===== src/rtl/rch_pkg.sv =====
package rch_pkg;
  localparam int MANT_W = 5;
  localparam int EXP_W  = 3;
  localparam int PER_W  = MANT_W + (1 << EXP_W) - 1;
  localparam int CNT_W  = 16;
  localparam int HIST_W = 4;

  typedef enum logic [1:0] {
    MODE_OFF    = 2'b00,
    MODE_STATIC = 2'b01,
    MODE_ADAPT  = 2'b10,
    MODE_COMP   = 2'b11
  } rch_mode_e;

  typedef struct packed {
    logic [EXP_W-1:0]  cap_exp;
    logic [MANT_W-1:0] cap_mant;
    logic [EXP_W-1:0]  per_exp;
    logic [MANT_W-1:0] per_mant;
    rch_mode_e         mode;
  } rch_cfg_t;

  localparam int CFG_W = $bits(rch_cfg_t);

  // mantissa * 2^exponent, a zero mantissa counts as one
  function automatic logic [PER_W-1:0] period_of(input logic [MANT_W-1:0] m,
                                                  input logic [EXP_W-1:0] e);
    logic [PER_W-1:0] mm;
    mm = (m == '0) ? PER_W'(1) : PER_W'(m);
    return mm << e;
  endfunction

  // next adaptive period after a recharge with sample ok
  function automatic logic [PER_W-1:0] adapt_period(input logic [PER_W-1:0] cur,
                                                     input logic [EXP_W-1:0] e,
                                                     input logic [PER_W-1:0] cap,
                                                     input logic ok);
    logic [PER_W:0]   grown;
    logic [PER_W-1:0] half;
    grown = {1'b0, cur} + ((PER_W+1)'(1) << e);
    half  = cur >> 1;
    if (ok) return (grown > {1'b0, cap}) ? cap : grown[PER_W-1:0];
    else    return (half == '0) ? PER_W'(1) : half;
  endfunction
endpackage


===== src/rtl/rch_timer.sv =====
module rch_timer
  import rch_pkg::*;
(
  input  logic              clk,
  input  logic              rst_n,
  input  logic              tick,
  input  logic              rail_ok,
  input  rch_cfg_t          cfg,
  input  logic              reload,
  input  logic [PER_W-1:0]  reload_per,
  output logic              fire,
  output logic [CNT_W-1:0]  interval,
  output logic              req
);
  localparam logic [CNT_W-1:0] CNT_MAX = {CNT_W{1'b1}};

  logic [CNT_W-1:0] elapsed_q;
  logic [PER_W-1:0] adapt_q;
  logic [PER_W-1:0] base_per, cap_per, target;
  logic             due;

  assign base_per = period_of(cfg.per_mant, cfg.per_exp);
  assign cap_per  = period_of(cfg.cap_mant, cfg.cap_exp);
  assign interval = (elapsed_q == CNT_MAX) ? CNT_MAX : elapsed_q + 1'b1;
  assign target   = (cfg.mode == MODE_ADAPT) ? adapt_q : base_per;

  always_comb begin
    case (cfg.mode)
      MODE_STATIC, MODE_ADAPT: due = (interval >= CNT_W'(target));
      MODE_COMP:               due = !rail_ok;
      default:                 due = 1'b0;
    endcase
  end

  assign fire = tick && due;

  always_ff @(posedge clk or negedge rst_n) begin
    if (!rst_n) begin
      elapsed_q <= '0;
      adapt_q   <= PER_W'(1);
      req       <= 1'b0;
    end else begin
      req <= fire;
      if (tick) elapsed_q <= fire ? '0 : interval;
      if (reload)
        adapt_q <= reload_per;
      else if (fire && cfg.mode == MODE_ADAPT)
        adapt_q <= adapt_period(adapt_q, cfg.per_exp, cap_per, rail_ok);
    end
  end

  AST_REQ_AFTER_TICK: assert property (@(posedge clk) disable iff (!rst_n)
    req |-> $past(tick));
  AST_OFF_SILENT: assert property (@(posedge clk) disable iff (!rst_n)
    $past(cfg.mode == MODE_OFF) |-> !req);
  AST_INTERVAL_SAT: assert property (@(posedge clk) disable iff (!rst_n)
    ($past(tick) && $past(elapsed_q) == CNT_MAX && !req) |-> elapsed_q == CNT_MAX);
  AST_PERIOD_NONZERO: assert property (@(posedge clk) disable iff (!rst_n)
    adapt_q != '0);
endmodule


===== src/rtl/rch_stats.sv =====
module rch_stats #(
  parameter int HIST_W = 4,
  parameter int CNT_W  = 16
) (
  input  logic              clk,
  input  logic              rst_n,
  input  logic              fire,
  input  logic              sample,
  input  logic              clr,
  input  logic [CNT_W-1:0]  interval,
  output logic [HIST_W-1:0] hist,
  output logic [CNT_W-1:0]  best
);
  always_ff @(posedge clk or negedge rst_n) begin
    if (!rst_n) begin
      hist <= '0;
      best <= '0;
    end else begin
      if (fire) hist <= {hist[HIST_W-2:0], sample};
      if (clr)
        best <= '0;
      else if (fire && sample && interval > best)
        best <= interval;
    end
  end

  AST_HIST_SHIFT: assert property (@(posedge clk) disable iff (!rst_n)
    $past(fire) |-> (hist[HIST_W-1:1] == $past(hist[HIST_W-2:0]) && hist[0] == $past(sample)));
  AST_HIST_HOLD: assert property (@(posedge clk) disable iff (!rst_n)
    !$past(fire) |-> $stable(hist));
  AST_MAX_CLEARED: assert property (@(posedge clk) disable iff (!rst_n)
    $past(clr) |-> best == '0);
  AST_MAX_NONDECREASING: assert property (@(posedge clk) disable iff (!rst_n)
    !$past(clr) |-> best >= $past(best));
endmodule


===== src/rtl/rail_recharge_sched.sv =====
module rail_recharge_sched
  import rch_pkg::*;
#(
  parameter int DATA_W = 32
) (
  input  logic              clk,
  input  logic              rst_n,
  input  logic              tick,
  input  logic              rail_ok,
  input  logic              reg_we,
  input  logic              reg_addr,
  input  logic [DATA_W-1:0] reg_wdata,
  output logic [DATA_W-1:0] reg_rdata,
  output logic              recharge_req
);
  localparam logic ADDR_CFG  = 1'b0;
  localparam logic ADDR_STAT = 1'b1;

  rch_cfg_t          cfg_q, cfg_new;
  logic              cfg_wr, stat_wr;
  logic              fire;
  logic [CNT_W-1:0]  interval;
  logic [HIST_W-1:0] hist;
  logic [CNT_W-1:0]  best;
  logic              unused_wbits;

  assign cfg_wr       = reg_we && (reg_addr == ADDR_CFG);
  assign stat_wr      = reg_we && (reg_addr == ADDR_STAT);
  assign cfg_new      = rch_cfg_t'(reg_wdata[CFG_W-1:0]);
  assign unused_wbits = ^reg_wdata[DATA_W-1:CFG_W];

  always_ff @(posedge clk or negedge rst_n) begin
    if (!rst_n) cfg_q <= '0;
    else if (cfg_wr) cfg_q <= cfg_new;
  end

  rch_timer u_timer (
    .clk        (clk),
    .rst_n      (rst_n),
    .tick       (tick),
    .rail_ok    (rail_ok),
    .cfg        (cfg_q),
    .reload     (cfg_wr),
    .reload_per (period_of(cfg_new.per_mant, cfg_new.per_exp)),
    .fire       (fire),
    .interval   (interval),
    .req        (recharge_req)
  );

  rch_stats #(.HIST_W(HIST_W), .CNT_W(CNT_W)) u_stats (
    .clk      (clk),
    .rst_n    (rst_n),
    .fire     (fire),
    .sample   (rail_ok),
    .clr      (stat_wr),
    .interval (interval),
    .hist     (hist),
    .best     (best)
  );

  assign reg_rdata = (reg_addr == ADDR_CFG) ? DATA_W'(cfg_q) : DATA_W'({hist, best});

  AST_CFG_HELD: assert property (@(posedge clk) disable iff (!rst_n)
    !$past(cfg_wr) |-> $stable(cfg_q));
endmodule


===== config.mk =====
export PLATFORM = sky130hd
export DESIGN_NAME = rail_recharge_sched
export DESIGN_NICKNAME = d
export VERILOG_FILES = /design/src/rtl/rch_pkg.sv /design/src/rtl/rch_timer.sv /design/src/rtl/rch_stats.sv /design/src/rtl/rail_recharge_sched.sv
export SDC_FILE = /design/constraint.sdc
export NUM_CORES = 1
export LEC_CHECK = 0
export ABC_AREA = 1
export CORE_MARGIN = 4
export CORE_UTILIZATION = 56
export DETAILED_ROUTE_END_ITERATION = 8
export PLACE_DENSITY_LB_ADDON = 0.1
export SETUP_SLACK_MARGIN = 0.02
export SLEW_MARGIN = 15
export SYNTH_ARGS = -nofsm -noshare
export SYNTH_HDL_FRONTEND = slang
export SYNTH_SLANG_ARGS = --single-unit

===== constraint.sdc =====
create_clock -name clk -period 4.3 [get_ports clk]
set_input_delay 1.075 -clock clk [delete_from_list [all_inputs] [get_ports clk]]
set_output_delay 1.075 -clock clk [all_outputs]
set_load 0.02 [all_outputs]

==> impl_metrics.py, run 1 <==
metrics = {
    "setup_path": {
        "slowest_delay_ps": 640,
        "required_ps": 3220,
        "cp_common_cell": "clkdlybuf4s50_1",
        "cpMaxStageDelayCell": "clkdlybuf4s50_1",
        "cp.arrival_ps": 2840,
        "crit_chain": "clkdlybuf4s50_1 -> buf_4 -> inv_1 -> o21ai_0 -> clkdlybuf4s50_1",
        "critPathKind": "in -> out",
        "worst_setup_path_start_kind": "input pin",
        "end_kind": "output pin",
        "worst-path-max-fanout": 36,
    },
    "logic_synthesis": {
        "synth_cell_types": 43,
        "synth_compound_area_share_pct": 11.88,
        "yosysMostFrequentCell": "nand2_1",
        "synth.avg_cell_area_um2": 6.389,
        "synth_fa_ha_area_share_pct": 11.02,
        "synth-xor-area-share_pct": 2.446,
        "synth_top_family_by_area": "simple AND/OR/NAND/NOR gates",
        "yosysSeqAreaShare_pct": 27.56,
        "yosys-top-cells-area": "dfrtp_1 (27%), nand2_1 (19%), ha_1 (11%)",
        "synth_edf_count": 0,
        "synth-seq-cells": 67,
        "yosys-top-cells-count": "nand2_1 (313), inv_1 (121), nand3_1 (89)",
        "async_reset_ff_share_pct": 100.0,
        "yosysTopAreaCell": "dfrtp_1",
        "synth-main-ff-cell": "dfrtp_1",
        "synth-simple-area-share_pct": 35.08,
        "postSynthCellCount": 953,
        "mappedNetlistArea_um2": 6088,
        "yosys_warnings": 0,
        "synthMuxAreaShare_pct": 0.1644,
        "synth_top_area_share_pct": 27.13,
    },
    "clocking": {
        "cts_max_level": 3,
        "cts_hold_buf": 0,
        "cts_sinks": 67,
        "cts_buffers": 9,
        "cts.clk_slew.worst_paths_ps": 90,
        "cts-root-buf": "clkbuf_8",
        "clock_latency_ps": 350,
        "cts_tree": "done",
        "cts_max_path_buffers": 2,
    },
    "floorplan": {
        "fp.dieW_um": 112.3,
        "num_io_pins": 71,
        "core_um2": 10460,
        "dieArea_um2": 12600,
        "rows": 37,
        "initial_core_util_pct": 58.19,
        "fp.dieH_um": 112.3,
    },
    "detailed_routing": {
        "dr_wl_met2_mm": 6.660,
        "drc": 0,
        "dr.pass1.iters": 5,
        "drtIter0Drc": 592,
        "vias": 6098,
        "wire_per_inst_um": 14.18,
        "routed_wl_mm": 15.98,
        "top_layer_used": "met4",
        "dr_wl_met3_mm": 1.229,
        "vias_per_cell": 5.411,
        "drt-met1-wl_mm": 7.800,
        "antenna_left": 0,
    },
    "sta": {
        "setup-tns-final_ps": 0,
        "drv_slew": 0,
        "finalSetupViolCount": 0,
        "maxSlewHeadroom_pct": 50.24,
        "max_clock_freq_ghz": 0.2554,
        "rsz0062_at_grt": "false",
        "timing.final.hold_violations": 0,
        "period_minus_slack_ps": 3915,
        "finalCritPeriodShare_pct": 91.05,
        "worst_pin_slew_ps": 745.5,
        "clock_skew_ps": 17.85,
    },
    "placement": {
        "dp_hpwl_mm": 12.20,
        "gp_congestion": 1.010,
        "io_buffer_count": 44,
    },
    "power_and_ir_drop": {
        "powerDensity_nw_per_um2": 523.4,
        "ir_drop_mv": 0.2963,
        "p_leak_nw": 3.610,
        "total_power_mw": 3.571,
    },
    "grt": {
        "grt_max_degree": 38,
        "gr-usage-all-layers_pct": 25.92,
        "grt_pass1_wl_mm": 27.17,
        "grt-ovfl-total": 0,
        "antenna_found_initial": 0,
        "grt_pass1_vias": 5683,
    },
    "layout": {
        "syn_to_final_growth_pct": 12.08,
        "n_antenna_cell": 0,
        "fin_util_pct": 65.22,
        "nets": 1077,
        "drive_gt1_share_pct": 4.743,
    },
    "flow_run": {
        "drv_cap": 0,
    },
    "run_status": {
        "status": "finished clean",
    },
    "min_path": {
        "hold_path_class": "reg -> reg",
    },
}
-- state kept, by name (all words and copies together) (netlist names) --
| name | cells |
|---|---|
| u_stats.hist | 4 |
| u_timer.req | 1 |
| u_timer.elapsed_q | 16 |
| cfg_q | 18 |
| u_timer.adapt_q | 12 |
| u_stats.best | 16 |
-- critical path: cells and delay by family --
family                 cells  cell delay (ps)
buffers and inverters      4             1540
AO/OA/AOI/OAI              1              220
-- cell type report --
cell class / count / area [µm²]
clock inverters: 4 / 56.30
clock buffers: 12 / 155.1
fillers: 984 / 3638
well taps: 136 / 170.2
multi-input cells: 725 / 3747
repair buffers: 60 / 555.5
flip-flops and latches: 67 / 1678
inverters: 123 / 461.7
-- through the flow --
step / std cells / instance area, µm² / setup slack [ps] / hold slack [ps]
after detailed placement: 1111 / 6599 / 289.8 / 490.2
after floorplan: 964 / 6130 / 692.1 / 449.2
after global routing: 1127 / 6824 / 58.38 / 521.5
after CTS: 1127 / 6810 / 273.9 / 505.2
final: 1127 / 6824 / 384.9 / 503.8
after global placement: 1111 / 6599 / 343.2 / 473.8
-- layer usage --
layer,up-vias,track usage (%)
li1,3107,-
met1,2733,38.39
met2,235,38.70
met3,23,5.067
met4,0,6.971
met5,-,0
-- layout by cell type (no fill, tap or decap), types with 2 or more instances in the layout --
master           count
nand4_1              9
xnor2_1              2
nor4_1               3
clkbuf_8            11
nor2_1              73
o21a_1               2
conb_1              12
nand3_1             89
nor3_1               8
nand2_4              2
o221ai_1             2
clkdlybuf4s50_1     43
nand2_1            312
o22ai_1              4
or2_2                5
clkinv_1             2
o21bai_1             2
inv_1              121
ha_1                52
dfrtp_1             66
xor2_1              15
buf_4               16
inv_6                2
a21oi_1             26
nand2_2              2
a22oi_1              6
o21ai_0             83
-- repair_timing --
action                                  4_1_cts  5_1_grt
endpoints found under the hold margin         0        0
gates resized for setup                       0        4
buffers inserted                              0        0
endpoints found under the setup margin        0       12
-- path summary, 6_finish.rpt --
kind / depth (start not counted) / endpoint / startpoint / slack (ps)
max reg2reg: 24 / u_timer.adapt_q[2]$_DFFE_PN0P_ / cfg_q[7]$_DFFE_PN0P_ / 440
min reg2reg: 2 / u_stats.hist[3]$_DFFE_PN0P_ / u_stats.hist[3]$_DFFE_PN0P_ / 500
max: 5 / reg_rdata[4] / reg_addr / 380
min in group asynchronous: 1 / u_timer.elapsed_q[12]$_DFFE_PN0P_ / rst_n / 700
max in group asynchronous: 2 / u_timer.adapt_q[0]$_DFFE_PN1P_ / rst_n / 2760
min: 2 / u_stats.hist[3]$_DFFE_PN0P_ / u_stats.hist[3]$_DFFE_PN0P_ / 500
-- logic make-up after synthesis --
family | Yosys count
flip-flops | 67
other | 1
multiplexers | 1
AO/OA/AOI/OAI | 133
buffers and inverters | 172
XOR/XNOR | 17
AND/OR/NAND/NOR | 509
adder cells (fa/ha/maj) | 53
-- power by group --
group | internal, mW | switching, mW | leakage [nW]
Sequential | 0.788 | 0.179 | 0.869
Clock | 0.306 | 0.278 | 0.108
Combinational | 0.761 | 1.26 | 2.63
(Power assumes the default switching activity.)
==> run 2, diff against run 1 <==
--- a/config.mk
+++ b/config.mk
@@ -8,6 +8,7 @@
 export ABC_AREA = 1
 export CORE_MARGIN = 4
 export CORE_UTILIZATION = 56
+export CTS_CLUSTER_DIAMETER = 50
 export DETAILED_ROUTE_END_ITERATION = 8
 export PLACE_DENSITY_LB_ADDON = 0.1
 export SETUP_SLACK_MARGIN = 0.02
==> constraint.sdc (replaced) <==
create_clock -name clk -period 4.25 [get_ports clk]
set_input_delay 1.0625 -clock clk [delete_from_list [all_inputs] [get_ports clk]]
set_output_delay 1.0625 -clock clk [all_outputs]
set_load 0.02 [all_outputs]
==> run 2 against run 1 <==
  * Largest power group unchanged
  * Register-to-register slack improved by 20 ps
  * Global-route usage is 0.25 points higher
  * Wire length up 0.93%
  * Worst setup slack gained 73 ps
  * Final cell count about the same
  * Highest routed layer unchanged
  * Cell area increased by 0.26%
  * Total power up 2.0%
  * Critical path type is now reg -> reg
  * Via count barely moved
  * Sequential power grew 2%
  * Critical path depth increased by 22
==> impl_metrics.py, run 2 (same netlist as run 1, synthesis figures left out) <==
metrics = {
    "run_status": {
        "status": "finished clean",
    },
    "layout": {
        "layout_commonest_cell": "nand2_1",
        "layout_common_cells": "nand2_1 (312), inv_1 (121), nand3_1 (89)",
        "reg_top3": "cfg_q x18, u_stats.best x16, u_timer.elapsed_q x16",
        "nets": 1079,
        "syn_to_final_growth_pct": 12.37,
        "top_register": "cfg_q",
        "drive_gt1_share_pct": 5.040,
        "final_cells": 1128,
        "largest_reg_flops": 18,
        "fin_util_pct": 65.39,
        "n_antenna_cell": 0,
    },
    "sta": {
        "maxSlewHeadroom_pct": 51.89,
        "setup-tns-final_ps": 0,
        "clock_skew_ps": 16.90,
        "timing.final.hold_violations": 0,
        "max_clock_freq_ghz": 0.2637,
        "worst_pin_slew_ps": 720.9,
        "rsz0062_at_grt": "false",
        "drv_slew": 0,
        "period_minus_slack_ps": 3792,
        "finalCritPeriodShare_pct": 89.22,
        "finalSetupViolCount": 0,
    },
    "floorplan": {
        "rows": 37,
        "initial_core_util_pct": 58.19,
        "core_um2": 10460,
        "dieArea_um2": 12600,
        "fp.dieW_um": 112.3,
        "fp.dieH_um": 112.3,
        "num_io_pins": 71,
    },
    "placement": {
        "gp_congestion": 0.9583,
        "dp_hpwl_mm": 12.22,
        "io_buffer_count": 44,
        "dp_cells": 1113,
    },
    "setup_path": {
        "critPathTopFamily": "simple AND/OR/NAND/NOR gates",
        "worst_setup_path_start_kind": "flip-flop",
        "cp_common_cell": "nand2_1",
        "end_kind": "flip-flop",
        "reg2reg_slack_ps": 460,
        "required_ps": 4500,
        "critPathKind": "reg -> reg",
        "slowest_delay_ps": 450,
        "cp.arrival_ps": 4040,
        "cpMaxStageDelayCell": "fa_1",
        "worst-path-max-fanout": 8,
        "crit_buf_inv": 4,
    },
    "detailed_routing": {
        "vias_per_cell": 5.409,
        "vias": 6101,
        "antenna_left": 0,
        "dr.pass1.iters": 7,
        "drtIter0Drc": 513,
        "wire_per_inst_um": 14.30,
        "drc": 0,
        "routed_wl_mm": 16.13,
    },
    "clocking": {
        "post-cts-setup-buffers": 0,
        "cts_buffers": 9,
        "cts_resized": 0,
        "cts_tree": "done",
        "cts_hold_buf": 0,
        "cts-root-buf": "clkbuf_8",
        "cts_sinks": 67,
        "clock_latency_ps": 370,
        "cts_max_path_buffers": 2,
        "cts_max_level": 3,
        "cts.clk_slew.worst_paths_ps": 70,
    },
    "power_and_ir_drop": {
        "powerDensity_nw_per_um2": 532.6,
        "ir_drop_mv": 0.3355,
        "p_leak_nw": 3.612,
    },
    "grt": {
        "grt_pass1_wl_mm": 27.07,
        "grt-ovfl-total": 0,
        "antenna_found_initial": 0,
        "gr-usage-all-layers_pct": 26.18,
        "grt_max_degree": 47,
        "grt_pass1_vias": 5630,
    },
    "min_path": {
        "hold_path_class": "reg -> reg",
    },
    "flow_run": {
        "drv_cap": 0,
    },
}
run 2: cell types whose count changed in the layout (fill, tap and decap cells not counted), sizes merged:
| cell | before | now |
|---|---|---|
| clkbuf | 12 | 10 |
| buf | 17 | 19 |
| inv | 123 | 122 |
| clkinvlp | 0 | 2 |
run 2: path summary, 6_finish.rpt:
path	depth (start not counted)	end	start
setup / recovery	27	u_timer.adapt_q[7]$_DFFE_PN0P_	cfg_q[8]$_DFFE_PN0P_
hold / removal	2	u_stats.hist[3]$_DFFE_PN0P_	u_stats.hist[3]$_DFFE_PN0P_
setup reg to reg	27	u_timer.adapt_q[7]$_DFFE_PN0P_	cfg_q[8]$_DFFE_PN0P_
hold reg to reg	2	u_stats.hist[3]$_DFFE_PN0P_	u_stats.hist[3]$_DFFE_PN0P_
max in group asynchronous	2	u_timer.adapt_q[0]$_DFFE_PN1P_	rst_n
min in group asynchronous	1	u_stats.best[12]$_DFFE_PN0P_	rst_n
run 2: area by class of cell:
type / count / area [µm²]
inverter: 123 / 461.7
timing repair buffer: 62 / 585.6
tap: 136 / 170.2
fill: 1020 / 3621
clock inverter: 5 / 62.56
multi-input combinational: 725 / 3746
clock buffer: 10 / 137.6
sequential: 67 / 1678
run 2: power by group:
group          total [mW]  internal, mW  switching, mW
registers           0.985         0.797          0.188
clock network       0.579         0.287          0.291
logic                2.08         0.802           1.28
run 2: metal layers:
layer | share of wire [%] | GRT usage [%] | vias to the layer above
li1 | - | - | 3102
met4 | 2.1 | 8.253 | 0
met2 | 42 | 38.54 | 205
met1 | 49 | 38.81 | 2761
met3 | 6.5 | 4.960 | 33
met5 | 0 | 0 | -
run 2: metrics by stage:
step / setup slack [ps] / hold WS, ps / total power, mW / area [µm²]
2_1_floorplan: 642.1 / 449.2 / 2.452 / 6130
3_3_place_gp: 384.1 / 463.9 / 2.999 / 6626
3_5_place_dp: 332.8 / 474.3 / 3.029 / 6626
4_1_cts: 323.4 / 492.5 / 3.616 / 6827
5_1_grt: 37.68 / 537.2 / 4.034 / 6842
6_report: 458.2 / 489.5 / 3.644 / 6842
run 2: worst min-delay path, delay by kind of cell, from the launching register on:
family / cells / cell delay (ps)
flops: 1 / 350
simple gates: 2 / 110
